`config.mk`:
```
export PLATFORM = sky130hd
export DESIGN_NAME = t1e1_sig_inserter
export DESIGN_NICKNAME = d
export VERILOG_FILES = /design/src/rtl/sig_ins_pkg.sv /design/src/rtl/sig_ins_bank.sv /design/src/rtl/sig_ins_shadow.sv /design/src/rtl/sig_ins_pick.sv /design/src/rtl/t1e1_sig_inserter.sv
export SDC_FILE = /design/constraint.sdc
export NUM_CORES = 1
export LEC_CHECK = 0
export ABC_CLOCK_PERIOD_IN_PS = 4900
export BUFFER_PORTS_ARGS = -buffer_cell sky130_fd_sc_hd__buf_2
export CORE_ASPECT_RATIO = 0.6
export CORE_MARGIN = 8
export CORE_UTILIZATION = 40
export CTS_BUF_LIST = sky130_fd_sc_hd__clkbuf_8
export CTS_CLUSTER_DIAMETER = 80
export DETAILED_ROUTE_END_ITERATION = 10
export PLACE_DENSITY = 0.64
export SYNTH_ARGS = -nofsm -noshare
export SYNTH_HDL_FRONTEND = slang
export SYNTH_SLANG_ARGS = --single-unit
```
`constraint.sdc`:
```
create_clock -name clk -period 4.9 [get_ports clk]
set_input_delay 1.225 -clock clk [delete_from_list [all_inputs] [get_ports clk]]
set_output_delay 1.225 -clock clk [all_outputs]
set_load 0.03 [all_outputs]
```
`src/rtl/sig_ins_pkg.sv`:
```
package sig_ins_pkg;
  localparam int SIG_REGS    = 16;
  localparam int REG_W       = 8;
  localparam int NIB_W       = 4;
  localparam int EN_REGS     = 4;
  localparam int T1_CHANS    = 24;
  localparam int CNT_W       = 5;
  localparam int BIT_W       = 3;
  localparam int ADDR_W      = 5;
  localparam int BANK_W      = SIG_REGS * REG_W;
  localparam int CHANS       = EN_REGS * REG_W;
  localparam int EN_BASE     = SIG_REGS;
  localparam int LSB_POS     = REG_W - 1;
  localparam int E1_SIG_SLOT = 16;
  localparam int E1_FRAMES   = 16;
  localparam int E1_PAIR_OFS = E1_FRAMES - 1;

  typedef struct packed {
    logic       hit;
    logic [1:0] letter; // 0 = A .. 3 = D
  } t1_pos_t;

  // Nibble of channel ch: register ch/2, upper half for even channels
  function automatic logic [NIB_W-1:0] nibble_of(input logic [BANK_W-1:0] bank,
                                                 input logic [CNT_W-1:0]  ch);
    int base;
    base = int'(ch >> 1) * REG_W + (ch[0] ? 0 : NIB_W);
    return bank[base +: NIB_W];
  endfunction

  // Which signaling letter a T1 frame carries, if any
  function automatic t1_pos_t t1_position(input logic [CNT_W-1:0] frame,
                                          input logic d4, input logic odd_half);
    t1_pos_t p;
    p = '0;
    if (d4) begin
      if (frame == CNT_W'(5))  begin p.hit = 1'b1; p.letter = odd_half ? 2'd2 : 2'd0; end
      if (frame == CNT_W'(11)) begin p.hit = 1'b1; p.letter = odd_half ? 2'd3 : 2'd1; end
    end else begin
      case (frame)
        CNT_W'(5):  begin p.hit = 1'b1; p.letter = 2'd0; end
        CNT_W'(11): begin p.hit = 1'b1; p.letter = 2'd1; end
        CNT_W'(17): begin p.hit = 1'b1; p.letter = 2'd2; end
        CNT_W'(23): begin p.hit = 1'b1; p.letter = 2'd3; end
        default:    p = '0;
      endcase
    end
    return p;
  endfunction

  function automatic logic letter_bit(input logic [NIB_W-1:0] nib, input logic [1:0] letter);
    return nib[NIB_W-1-int'(letter)];
  endfunction
endpackage

```
`src/rtl/sig_ins_bank.sv`:
```
module sig_ins_bank
  import sig_ins_pkg::*;
(
  input  logic              clk,
  input  logic              rst_n,
  input  logic              wr_en,
  input  logic [ADDR_W-1:0] wr_addr,
  input  logic [REG_W-1:0]  wr_data,
  output logic [BANK_W-1:0] bank,
  output logic [CHANS-1:0]  chan_en
);
  always_ff @(posedge clk or negedge rst_n) begin
    if (!rst_n) begin
      bank    <= '0;
      chan_en <= '0;
    end else if (wr_en) begin
      for (int i = 0; i < SIG_REGS; i++)
        if (wr_addr == ADDR_W'(i)) bank[i*REG_W +: REG_W] <= wr_data;
      for (int k = 0; k < EN_REGS; k++)
        if (wr_addr == ADDR_W'(EN_BASE + k)) chan_en[k*REG_W +: REG_W] <= wr_data;
    end
  end
endmodule

```
`src/rtl/sig_ins_shadow.sv`:
```
module sig_ins_shadow
  import sig_ins_pkg::*;
(
  input  logic              clk,
  input  logic              rst_n,
  input  logic              mf_start,
  input  logic              d4_mode,
  input  logic              irq_clr,
  input  logic [BANK_W-1:0] bank,
  output logic [BANK_W-1:0] shadow,
  output logic              odd_half,
  output logic              load,
  output logic              mf_irq
);
  // D4 copies only when the second half of a pair has ended
  assign load = mf_start & (~d4_mode | odd_half);

  always_ff @(posedge clk or negedge rst_n) begin
    if (!rst_n) begin
      shadow   <= '0;
      odd_half <= 1'b1;
      mf_irq   <= 1'b0;
    end else begin
      if (load)     shadow   <= bank;
      if (mf_start) odd_half <= ~d4_mode | ~load;
      if (load)         mf_irq <= 1'b1;
      else if (irq_clr) mf_irq <= 1'b0;
    end
  end
endmodule

```
`src/rtl/sig_ins_pick.sv`:
```
module sig_ins_pick
  import sig_ins_pkg::*;
(
  input  logic              mode_e1,
  input  logic              t1_d4,
  input  logic              t1_ins_en,
  input  logic              e1_ins_en,
  input  logic [CNT_W-1:0]  frame_idx,
  input  logic [CNT_W-1:0]  slot_idx,
  input  logic [BIT_W-1:0]  bit_idx,
  input  logic [BANK_W-1:0] shadow,
  input  logic [CHANS-1:0]  chan_en,
  input  logic              odd_half,
  output logic              ins_hit,
  output logic              ins_bit
);
  t1_pos_t          pos;
  logic [CNT_W-1:0] e1_ch;
  logic [NIB_W-1:0] nib;

  always_comb begin
    ins_hit = 1'b0;
    ins_bit = 1'b0;
    pos     = t1_position(frame_idx, t1_d4, odd_half);
    e1_ch   = frame_idx + (bit_idx[BIT_W-1] ? CNT_W'(E1_PAIR_OFS) : CNT_W'(0));
    nib     = '0;
    if (!mode_e1) begin
      if (t1_ins_en && pos.hit && bit_idx == BIT_W'(LSB_POS) &&
          slot_idx < CNT_W'(T1_CHANS) && chan_en[slot_idx]) begin
        nib     = nibble_of(shadow, slot_idx);
        ins_hit = 1'b1;
        ins_bit = letter_bit(nib, pos.letter);
      end
    end else begin
      if (e1_ins_en && slot_idx == CNT_W'(E1_SIG_SLOT) && frame_idx != '0 &&
          frame_idx < CNT_W'(E1_FRAMES) && chan_en[e1_ch]) begin
        nib     = nibble_of(shadow, e1_ch);
        ins_hit = 1'b1;
        ins_bit = letter_bit(nib, bit_idx[1:0]);
      end
    end
  end
endmodule

```
`src/rtl/t1e1_sig_inserter.sv`:
```
module t1e1_sig_inserter
  import sig_ins_pkg::*;
(
  input  logic              clk,
  input  logic              rst_n,
  input  logic              wr_en,
  input  logic [ADDR_W-1:0] wr_addr,
  input  logic [REG_W-1:0]  wr_data,
  input  logic              irq_clr,
  input  logic              mode_e1,
  input  logic              t1_d4,
  input  logic              t1_ins_en,
  input  logic              e1_ins_en,
  input  logic              mf_start,
  input  logic [CNT_W-1:0]  frame_idx,
  input  logic [CNT_W-1:0]  slot_idx,
  input  logic [BIT_W-1:0]  bit_idx,
  input  logic              data_in,
  output logic              data_out,
  output logic              mf_irq
);
  logic [BANK_W-1:0] bank;
  logic [BANK_W-1:0] shadow;
  logic [CHANS-1:0]  chan_en;
  logic              odd_half;
  logic              load_pulse;
  logic              ins_hit;
  logic              ins_bit;
  logic              d4_mode;

  assign d4_mode = ~mode_e1 & t1_d4;

  sig_ins_bank u_bank (
    .clk(clk), .rst_n(rst_n), .wr_en(wr_en), .wr_addr(wr_addr),
    .wr_data(wr_data), .bank(bank), .chan_en(chan_en)
  );

  sig_ins_shadow u_shadow (
    .clk(clk), .rst_n(rst_n), .mf_start(mf_start), .d4_mode(d4_mode),
    .irq_clr(irq_clr), .bank(bank), .shadow(shadow), .odd_half(odd_half),
    .load(load_pulse), .mf_irq(mf_irq)
  );

  sig_ins_pick u_pick (
    .mode_e1(mode_e1), .t1_d4(t1_d4), .t1_ins_en(t1_ins_en),
    .e1_ins_en(e1_ins_en), .frame_idx(frame_idx), .slot_idx(slot_idx),
    .bit_idx(bit_idx), .shadow(shadow), .chan_en(chan_en),
    .odd_half(odd_half), .ins_hit(ins_hit), .ins_bit(ins_bit)
  );

  always_ff @(posedge clk or negedge rst_n) begin
    if (!rst_n) data_out <= 1'b0;
    else        data_out <= ins_hit ? ins_bit : data_in;
  end
endmodule

```
==> results of run 1 <==
## Yosys cell counts (all sizes together) (2+ instances only)
library cell / instances
a2111oi: 3
a21oi: 19
a22oi: 8
a311oi: 2
a31oi: 2
and3: 11
buf: 21
clkbuf: 40
dfrtp: 290
ha: 4
inv: 7
mux2: 297
mux2i: 36
mux4: 64
nand2: 37
nand2b: 10
nand3: 10
nand3b: 3
nand4: 4
nand4b: 3
nor2: 8
nor2b: 7
nor3: 5
nor3b: 3
nor4: 2
nor4b: 3
o2111ai: 2
o211ai: 4
o21ai: 12
o22ai: 4
o31ai: 2
xnor2: 2
xor2: 3
## critical path: cells and delay by family
kind / cells / cell delay [ns]
compound gates: 1 / 0.47
fa+ha+maj: 2 / 0.97
mux: 2 / 0.59
buf+inv: 3 / 0.53
simple gates: 3 / 0.32
## flip-flops by register name, indices dropped and copies added (netlist names)
| signal | flops |
|---|---|
| u_shadow.odd_half | 1 |
| u_bank.bank | 128 |
| u_shadow.mf_irq | 1 |
| u_shadow.shadow | 128 |
| data_out | 1 |
| u_bank.chan_en | 32 |
## kinds of logic after synthesis
| group | Yosys count |
|---|---|
| buffers and inverters | 69 |
| xor gates and xnor gates | 5 |
| AOI/OAI and AO/OA | 69 |
| and+or+nand+nor | 109 |
| DFF | 291 |
| adders and majority gates | 5 |
| muxes | 397 |
## layout make-up
type | count | area share [%]
Tap cell | 467 | 3.80
Sequential cell | 291 | 47.4
Multi-Input combinational cell | 585 | 41.3
Inverter | 8 | 0.195
Timing Repair Buffer | 52 | 2.16
Antenna cell | 1 | 0.0163
Clock inverter | 22 | 0.813
Clock buffer | 49 | 4.38
## metal layers
layer / vias up / share of wire (%) / global-route usage (%)
met5: - / 0 / 0
met4: 0 / 1.7 / 4.20
met3: 60 / 8.5 / 4.98
met2: 360 / 40 / 24.1
met1: 4632 / 49 / 27.7
li1: 3632 / - / -
## stage by stage
step	worst slack, ns	area [um2]
finish	1.24	15400
global route	1.15	15400
CTS	1.32	15400
detailed placement	0.688	14600
global placement	0.779	14600
floorplan	1.23	13900
## path summary, 6_finish.rpt
| kind | cells past startpoint | end | start |
|---|---|---|---|
| min in group asynchronous | 1 | u_bank.chan_en[30]$_DFFE_PN0P_ | rst_n |
| max in group asynchronous | 2 | u_bank.bank[31]$_DFFE_PN0P_ | rst_n |
| hold / removal | 1 | u_shadow.shadow[94]$_DFFE_PN0P_ | u_bank.bank[94]$_DFFE_PN0P_ |
| hold reg to reg | 1 | u_shadow.shadow[94]$_DFFE_PN0P_ | u_bank.bank[94]$_DFFE_PN0P_ |
| setup reg to reg | 7 | data_out$_DFF_PN0_ | u_bank.chan_en[6]$_DFFE_PN0P_ |
| setup / recovery | 11 | data_out$_DFF_PN0_ | bit_idx[2] |
## power groups by stage
stage,clock network [uW],registers (uW),logic [uW]
2_1_floorplan,0,3160,999
3_3_place_gp,0,3340,1250
3_5_place_dp,0,3350,1300
4_1_cts,1950,3310,1300
5_1_grt,2060,3380,1410
6_report,1900,3320,1300
==> impl_metrics.env, run 1 <==
export IMPL_outcome="completed"
export IMPL_slew_violations=0
export IMPL_gr_usage_all_layers_pct=17.8
export IMPL_synth_adder_area_share_pct=0.504
export IMPL_hp_class="reg2reg"
export IMPL_ant_nets=0
export IMPL_skew_ns=0.0232
export IMPL_place_hpwl_um=24900
export IMPL_dr_pass1_iters=5
export IMPL_synth_compound_area_share_pct=3.29
export IMPL_die_width_um=257
export IMPL_rrSetupSlack_ns=2.80
export IMPL_cp_arrival_ns=4.11
export IMPL_fin_crit_sh_pct=74.6
export IMPL_worstPathRequired_ns=5.35
export IMPL_n_fill_cell=3131
export IMPL_routabilityCongestion=0.895
export IMPL_clock_latency_ns=0.58
export IMPL_hold_buffers=0
export IMPL_synth_top_cells_by_area="dfrtp_1 (52%), mux2_2 (18%), mux4_2 (10%)"
export IMPL_synth_area_mm2=0.0139
export IMPL_dp_cells=1403
export IMPL_max_freq_ghz=0.274
export IMPL_clk_pin_slew_worst_paths_ns=0.08
export IMPL_fin_nets=1021
export IMPL_final_common_cell="dfrtp_1"
export IMPL_cap_violations=0
export IMPL_synth_cell_types=61
export IMPL_portBuffers=37
export IMPL_via_count=8684
export IMPL_cts_tree="yes"
export IMPL_max_slew_margin_pct=35.0
export IMPL_clockBufferDepth=3
export IMPL_p_int_uw=4640
export IMPL_syn_area_per_cell_um2=14.7
export IMPL_synthFlopType="dfrtp_1"
export IMPL_worstPathCellList="buf_2 -> ha_4 -> inv_1 -> fa_2 -> buf_4 -> mux4_2 -> mux2_2 -> a2111oi_1 -> nor4b_1 -> nand4_1 -> nand4b_1"
export IMPL_synth_xor_xnor_area_share_pct=0.315
export IMPL_vdd_drop_max_mv=0.231
export IMPL_synth_edf_count=0
export IMPL_regArea_mm2=0.00728
export IMPL_crit_type="in2reg"
export IMPL_final_cells=1475
export IMPL_power_frac_comb_pct=19.9
export IMPL_numCtsBuffers=42
export IMPL_start_util_pct=40.2
export IMPL_grt_start_max_net_pins=97
export IMPL_fin_setup_tns_ns=0
export IMPL_path_max_fanout=14
export IMPL_cts_sinks=291
export IMPL_p_leak_uw=0.00692
export IMPL_p_switching_uw=1890
export IMPL_cts_root_buffer="clkbuf_8"
export IMPL_multi_input_area_mm2=0.00635
export IMPL_grt_ovfl_total=0
export IMPL_row_count=53
export IMPL_power_frac_seq_pct=50.9
export IMPL_startpoint_type="primary input"
export IMPL_fin_crit_ns=3.66
export IMPL_final_core_util_pct=44.4
export IMPL_drtIter0Drc=888
export IMPL_vias_per_cell=5.89
export IMPL_grt_pass1_vias=8903
export IMPL_synth_largest_area_cell="dfrtp_1"
export IMPL_yosysSeqAreaShare_pct=52.4
export IMPL_yosys_warnings=0
export IMPL_p_per_area_mw_per_mm2=424
export IMPL_yosys_area_share_simple_pct=4.35
export IMPL_grt_pass1_wl_um=56900
export IMPL_synth_top_family_by_area="multiplexers"
export IMPL_drive_above_1_share_pct=40.8
export IMPL_area_delta_synth_final_pct=10.7
export IMPL_cts_setup_buffers=0
export IMPL_pin_count=38
export IMPL_dieArea_mm2=0.0412
export IMPL_layout_common_cells="dfrtp_1 (290), mux2_2 (228), mux2_1 (69)"
export IMPL_coreArea_mm2=0.0346
export IMPL_critPathSlowestCell="fa_2"
export IMPL_cts_resized=0
export IMPL_synth_top_area_share_pct=52.2
export IMPL_route_detailed_drc=0
export IMPL_end_kind="register"
export IMPL_antenna_found_initial=2
export IMPL_synthMuxAreaShare_pct=37.0
export IMPL_synthArstFlopShare_pct=100
export IMPL_p_clk_share_pct=29.1
export IMPL_synth_nets=986
export IMPL_hold_slack_ns=0.485
export IMPL_ys_ff_latch=291
export IMPL_syn_inst=945
export IMPL_cts_max_level=2
export IMPL_setup_viol=0
export IMPL_report_final_hold_viol_count=0
export IMPL_slowest_delay_ns=0.81
export IMPL_p_total_uw=6520
export IMPL_rsz0062_at_grt="false"
export IMPL_wirelength_um=36600
export IMPL_swShare_pct=28.9
export IMPL_worst_pin_slew_ns=0.971
export IMPL_wl_per_cell_um=24.8
export IMPL_die_height_um=160
(Power assumes the default switching activity.)
==> run 2: changes to the inputs <==
--- a/config.mk
+++ b/config.mk
@@ -5,7 +5,8 @@
 export SDC_FILE = /design/constraint.sdc
 export NUM_CORES = 1
 export LEC_CHECK = 0
-export ABC_CLOCK_PERIOD_IN_PS = 4900
+export ABC_AREA = 1
+export ABC_CLOCK_PERIOD_IN_PS = 3800
 export BUFFER_PORTS_ARGS = -buffer_cell sky130_fd_sc_hd__buf_2
 export CORE_ASPECT_RATIO = 0.6
 export CORE_MARGIN = 8
==> constraint.sdc (replaced) <==
create_clock -name clk -period 3.8 [get_ports clk]
set_input_delay 0.95 -clock clk [delete_from_list [all_inputs] [get_ports clk]]
set_output_delay 0.95 -clock clk [all_outputs]
set_load 0.03 [all_outputs]
==> run 2 against run 1 <==
Core utilization is 0.41 points higher; clock power is 45% higher; die area is 1.3% higher; first-iteration DRC count is 71% higher; largest cell class unchanged.
==> impl_metrics.env, run 2 <==
export IMPL_die_height_um=161
export IMPL_fin_ws_ns=1.03
export IMPL_worstReg2RegEnd="u_shadow.shadow[95]$_DFFE_PN0P_"
export IMPL_fin_setup_tns_ns=0
export IMPL_grt_pass1_wl_um=66400
export IMPL_rrSetupSlack_ns=1.76
export IMPL_fin_nets=1717
export IMPL_final_common_cell="nand2_1"
export IMPL_fin_crit_ns=2.77
export IMPL_worstPathRequired_ns=4.28
export IMPL_synth_top_family_by_area="simple AND/OR/NAND/NOR gates"
export IMPL_crit_type="in2reg"
export IMPL_yosys_area_share_simple_pct=24.6
export IMPL_crit_top_cell="nand3_1"
export IMPL_synth_cell_types=32
export IMPL_synth_adder_area_share_pct=0.497
export IMPL_dieArea_mm2=0.0417
export IMPL_synthArstFlopShare_pct=100
export IMPL_place_hpwl_um=27900
export IMPL_cts_max_level=2
export IMPL_cap_violations=0
export IMPL_synth_area_mm2=0.0141
export IMPL_cts_resized=0
export IMPL_yosys_warnings=0
export IMPL_rsz0062_at_grt="false"
export IMPL_max_freq_ghz=0.361
export IMPL_dr_pass1_iters=5
export IMPL_synth_largest_area_cell="dfrtp_1"
export IMPL_synth_edf_count=0
export IMPL_preCtsSetupSlack_ns=0.451
export IMPL_final_cells=2178
export IMPL_worst_pin_slew_ns=1.14
export IMPL_setup_viol=0
export IMPL_hp_class="in2async"
export IMPL_worstPathCellList="buf_2 -> ha_4 -> inv_1 -> fa_1 -> inv_2 -> buf_4 -> nand3_1 -> nand2_1 -> nand2_1 -> nand3_1 -> nand3_1 -> nand3_1 -> nand3b_1 -> nand4_1 -> nand3_1"
export IMPL_yosysMostFrequentCell="nand2_1"
export IMPL_p_leak_uw=0.00752
export IMPL_vias_per_cell=5.41
export IMPL_ys_ff_latch=291
export IMPL_cp_arrival_ns=3.25
export IMPL_pin_count=38
export IMPL_skew_ns=0.0227
export IMPL_gr_usage_all_layers_pct=20.3
export IMPL_coreArea_mm2=0.0349
export IMPL_wl_per_cell_um=19.6
export IMPL_crit_family="buffers and inverters"
export IMPL_clock_latency_ns=0.59
export IMPL_slew_violations=0
export IMPL_grt_ovfl_total=0
export IMPL_grt_pass1_vias=11000
export IMPL_syn_area_per_cell_um2=8.47
export IMPL_portBuffers=37
export IMPL_routabilityCongestion=0.929
export IMPL_report_final_hold_viol_count=0
export IMPL_hold_buffers=0
export IMPL_end_kind="register"
export IMPL_rr_startpoint="u_shadow.odd_half$_DFFE_PN1P_"
export IMPL_synth_xor_xnor_area_share_pct=0.178
export IMPL_syn_inst=1664
export IMPL_r2r_cells=3
export IMPL_yosysSeqAreaShare_pct=51.7
export IMPL_drtIter0Drc=1518
export IMPL_synth_top_area_share_pct=51.5
export IMPL_worst_path_stages=15
export IMPL_max_slew_margin_pct=23.6
export IMPL_route_detailed_drc=0
export IMPL_critPathSlowestCell="fa_1"
export IMPL_n_fill_cell=3452
export IMPL_grt_start_max_net_pins=87
export IMPL_vdd_drop_max_mv=0.392
export IMPL_cts_root_buffer="clkbuf_8"
export IMPL_startpoint_type="primary input"
export IMPL_p_per_area_mw_per_mm2=554
export IMPL_numCtsBuffers=44
export IMPL_dp_cells=2097
export IMPL_synthMuxAreaShare_pct=8.95
export IMPL_layout_common_cells="nand2_1 (528), dfrtp_1 (290), nand3_1 (206)"
export IMPL_via_count=11800
export IMPL_clockBufferDepth=3
export IMPL_synth_common_cells="nand2_1 (528), dfrtp_1 (290), nand3_1 (206)"
export IMPL_antenna_found_initial=1
export IMPL_slowest_delay_ns=0.46
export IMPL_clk_pin_slew_worst_paths_ns=0.08
export IMPL_fin_crit_sh_pct=72.9
export IMPL_ant_nets=0
export IMPL_cts_tree="yes"
export IMPL_worstSetupEndpoint="data_out$_DFF_PN0_"
export IMPL_cp_num_buf_inv=4
export IMPL_synthFlopType="dfrtp_1"
export IMPL_drive_above_1_share_pct=15.4
export IMPL_synth_top_cells_by_area="dfrtp_1 (52%), nand2_1 (14%), mux2_2 (9.0%)"
export IMPL_row_count=53
export IMPL_die_width_um=258
export IMPL_wirelength_um=42600
export IMPL_synth_compound_area_share_pct=8.75
export IMPL_cts_sinks=291
export IMPL_path_max_fanout=25
export IMPL_cts_setup_buffers=0
export IMPL_synth_nets=1705
export IMPL_reg_top3="u_bank.bank (128), u_shadow.shadow (128), u_bank.chan_en (32)"
export IMPL_start_util_pct=40.4
export IMPL_outcome="completed"
export IMPL_startpoint="bit_idx[2]"
export IMPL_area_delta_synth_final_pct=11.0
-- run 2: stage by stage --
step                hold WS [ns]  utilization (%)  area (um2)  power, uW
global route               0.399             44.8       15600       9150
CTS                        0.381             44.8       15600       8680
global placement           0.462             42.2       14700       5860
floorplan                  0.449                -       14100       5280
finish                     0.363             44.8       15600       8660
detailed placement         0.469             42.2       14700       5930
-- run 2: power by group --
part	switching, uW	leakage [uW]	internal [uW]
logic	995	0.00323	696
registers	506	0.00376	3720
clock network	1290	0.000527	1460
total	2790	0.00752	5870
-- run 2: worst register-to-register path, cell delays in order (launching register included) --
cell	delay, ns
dfstp_2	0.39
o31ai_4	0.66
buf_12	0.38
mux2_2	0.48
-- run 2: cell type report --
| type | instances | area [um2] | share of cell area, % |
|---|---|---|---|
| Sequential cell | 291 | 7280 | 46.6 |
| Multi-Input combinational cell | 1205 | 6080 | 38.9 |
| Clock buffer | 52 | 716 | 4.58 |
| Tap cell | 467 | 584 | 3.74 |
| Timing Repair Buffer | 72 | 533 | 3.41 |
| Inverter | 62 | 233 | 1.49 |
| Clock inverter | 28 | 206 | 1.32 |
| Antenna cell | 1 | 2.50 | 0.0160 |
-- run 2: layer usage --
metal  GRT usage (%)  vias to the layer above  wire, um
li1                -                     5508         -
met1            33.0                     5643     21100
met3            6.06                       56      5030
met2            25.3                      575     15800
met5               0                        -         0
met4            4.28                        0       651
-- run 2: how the worst min path moves through the flow --
stage | end | slack (ns) | cells after the start
after global routing | u_bank.bank[2]$_DFFE_PN0P_ | 0.40 | 1
after floorplan | u_bank.bank[0]$_DFFE_PN0P_ | 0.45 | 2
after global placement | u_bank.bank[1]$_DFFE_PN0P_ | 0.46 | 2
after CTS | u_bank.chan_en[14]$_DFFE_PN0P_ | 0.38 | 1
final | u_shadow.shadow[10]$_DFFE_PN0P_ | 0.36 | 1
after detailed placement | u_bank.bank[14]$_DFFE_PN0P_ | 0.47 | 2
-- run 2: logic make-up (layout without fill, tap and decap cells) --
group / count (synthesis) / after routing
other: 0 / 1
buffers and inverters: 168 / 214
XOR/XNOR: 2 / 2
flip-flops: 291 / 291
multiplexers: 112 / 112
AO/OA/AOI/OAI: 243 / 243
AND/OR/NAND/NOR: 843 / 843
adder cells (fa/ha/maj): 5 / 5
==> run 3: changes to the inputs <==
--- a/config.mk
+++ b/config.mk
@@ -5,8 +5,8 @@
 export SDC_FILE = /design/constraint.sdc
 export NUM_CORES = 1
 export LEC_CHECK = 0
-export ABC_AREA = 1
-export ABC_CLOCK_PERIOD_IN_PS = 3800
+export ABC_AREA = 0
+export ABC_CLOCK_PERIOD_IN_PS = 2800
 export BUFFER_PORTS_ARGS = -buffer_cell sky130_fd_sc_hd__buf_2
 export CORE_ASPECT_RATIO = 0.6
 export CORE_MARGIN = 8
==> constraint.sdc (replaced) <==
create_clock -name clk -period 2.8 [get_ports clk]
set_input_delay 0.7 -clock clk [delete_from_list [all_inputs] [get_ports clk]]
set_output_delay 0.7 -clock clk [all_outputs]
set_load 0.03 [all_outputs]
==> run 3 against run 2 <==
Critical path depth fell by 4; largest power group unchanged; critical path type unchanged; cell count down 29%; first-iteration DRC count is 47% lower; flip-flop and latch count did not move; core utilization grew 1.6 points; cell area grew 2.8%; worst setup slack worse by 0.92 ns.
==> impl_metrics.env, run 3 (synthesized netlist as in run 1, its figures left out) <==
export IMPL_p_leak_uw=0.00730
export IMPL_report_final_hold_viol_count=0
export IMPL_crit_type="in2reg"
export IMPL_cts_tree="yes"
export IMPL_row_count=53
export IMPL_grt_pass1_vias=8956
export IMPL_area_delta_synth_final_pct=15.8
export IMPL_grt_start_max_net_pins=76
export IMPL_cap_violations=0
export IMPL_portBuffers=37
export IMPL_max_slew_margin_pct=50.8
export IMPL_numCtsBuffers=43
export IMPL_die_width_um=257
export IMPL_outcome="completed"
export IMPL_cts_sinks=291
export IMPL_layout_common_cells="dfrtp_1 (290), mux2_2 (227), mux2_1 (69)"
export IMPL_routabilityCongestion=0.916
export IMPL_clockBufferDepth=3
export IMPL_pin_count=38
export IMPL_n_fill_cell=3077
export IMPL_design_area_mm2=0.0161
export IMPL_start_util_pct=40.2
export IMPL_via_count=8756
export IMPL_hold_buffers=0
export IMPL_drive_above_1_share_pct=45.2
export IMPL_final_common_cell="dfrtp_1"
export IMPL_grt_pass1_wl_um=58500
export IMPL_dr_pass1_iters=5
export IMPL_p_total_uw=11900
export IMPL_slew_violations=0
export IMPL_max_freq_ghz=0.371
export IMPL_drtIter0Drc=799
export IMPL_coreArea_mm2=0.0346
export IMPL_route_detailed_drc=0
export IMPL_grt_met1_usage_pct=28.7
export IMPL_clk_pin_slew_worst_paths_ns=0.07
export IMPL_die_height_um=160
export IMPL_ant_nets=0
export IMPL_path_max_fanout=21
export IMPL_worstPathRequired_ns=3.26
export IMPL_cp_arrival_ns=3.16
export IMPL_worst_pin_slew_ns=0.738
export IMPL_top_usage_layer="met1"
export IMPL_antenna_found_initial=3
export IMPL_grt_use_met3_pct=5.72
export IMPL_wl_per_cell_um=25.0
export IMPL_setup_viol=0
export IMPL_cts_root_buffer="clkbuf_8"
export IMPL_clock_latency_ns=0.58
export IMPL_startpoint_type="primary input"
export IMPL_place_hpwl_um=26900
export IMPL_reg_top3="u_bank.bank (128), u_shadow.shadow (128), u_bank.chan_en (32)"
export IMPL_use_met2_pct=24.9
export IMPL_cts_max_level=2
export IMPL_skew_ns=0.0273
export IMPL_grt_ovfl_total=0
export IMPL_placed_area_mm2=0.0152
export IMPL_fin_crit_sh_pct=96.2
export IMPL_dieArea_mm2=0.0412
export IMPL_p_per_area_mw_per_mm2=741
export IMPL_rsz0062_at_grt="false"
export IMPL_gr_usage_all_layers_pct=18.7
export IMPL_hp_class="in2async"
export IMPL_fin_nets=1082
export IMPL_end_kind="register"
export IMPL_vdd_drop_max_mv=0.539
export IMPL_wirelength_um=38500
export IMPL_fin_crit_ns=2.69
export IMPL_vias_per_cell=5.69
==> run 3: cell types whose count changed in the layout (fill, tap and decap cells not counted), sizes merged, moves of 12 or more <==
| cell | change |
|---|---|
| inv | -57 |
| nand3 | -196 |
| o21ai | -193 |
| mux2i | +36 |
| a21oi | -12 |
| nand2 | -493 |
| nor2 | -87 |
| mux4 | +64 |
| buf | +40 |
| mux2 | +185 |
==> run 3: stage by stage <==
stage / TNS (ns) / hold slack, ns / std cells / utilization, % / setup slack [ns]
global route: 0 / 0.0600 / 1538 / 46.5 / 0.0833
global placement: -0.448 / 0.459 / 1463 / 43.9 / -0.448
CTS: 0 / 0.0461 / 1537 / 46.4 / 0.159
detailed placement: -0.449 / 0.468 / 1463 / 43.9 / -0.449
finish: 0 / 0.0646 / 1540 / 46.5 / 0.106
floorplan: -0.0126 / 0.404 / 945 / - / -0.0126
==> run 3: worst paths after layout <==
kind / startpoint / slack [ns] / to / cells after the start
min in group clk: irq_clr / 0.31 / u_shadow.mf_irq$_DFFE_PN0P_ / 2
worst min register to register: u_bank.bank[127]$_DFFE_PN0P_ / 0.48 / u_shadow.shadow[127]$_DFFE_PN0P_ / 1
max in group asynchronous: rst_n / 1.97 / u_shadow.shadow[65]$_DFFE_PN0P_ / 2
worst min-delay path: rst_n / 0.06 / u_bank.bank[5]$_DFFE_PN0P_ / 1
worst max-delay path: frame_idx[0] / 0.11 / data_out$_DFF_PN0_ / 11
worst max register to register: u_shadow.shadow[58]$_DFFE_PN0P_ / 0.72 / data_out$_DFF_PN0_ / 8
==> run 3: layout make-up <==
class                           instances  area (um2)  share of cell area, %
Antenna cell                            3        7.51                 0.0467
Clock buffer                           53         729                   4.53
Clock inverter                         21         145                  0.902
Inverter                                8        30.0                  0.187
Multi-Input combinational cell        585        6400                   39.8
Sequential cell                       291        7280                   45.3
Tap cell                              467         584                   3.63
Timing Repair Buffer                  112         908                   5.65
==> run 3: timing repair <==
| action | in CTS | in global routing |
|---|---|---|
| endpoints found under the setup margin | 0 | 1 |
| setup buffers | 0 | 0 |
| resized for setup | 0 | 1 |
| hold endpoints to repair | 0 | 0 |
==> run 3: layer usage <==
layer / wire length (um) / up-vias
met2: 15600 / 303
li1: - / 3757
met3: 3440 / 62
met5: 0 / -
met1: 18800 / 4634
met4: 675 / 0
==> run 3: critical path, cell delays in order <==
cell	delay (ns)
buf_2	0.17
ha_4	0.16
inv_2	0.04
fa_2	0.58
buf_12	0.19
mux4_2	0.31
mux2_2	0.30
a2111oi_2	0.39
nor4b_1	0.10
nand4_1	0.11
nand4b_1	0.09
==> run 3: report_power, final <==
part           leakage (uW)  switching, uW  total [uW]  internal [uW]
sequential          0.00372            732        5840           5110
combinational       0.00309           1040        2500           1460
clock              0.000493           1690        3590           1890
total               0.00730           3460       11900           8460
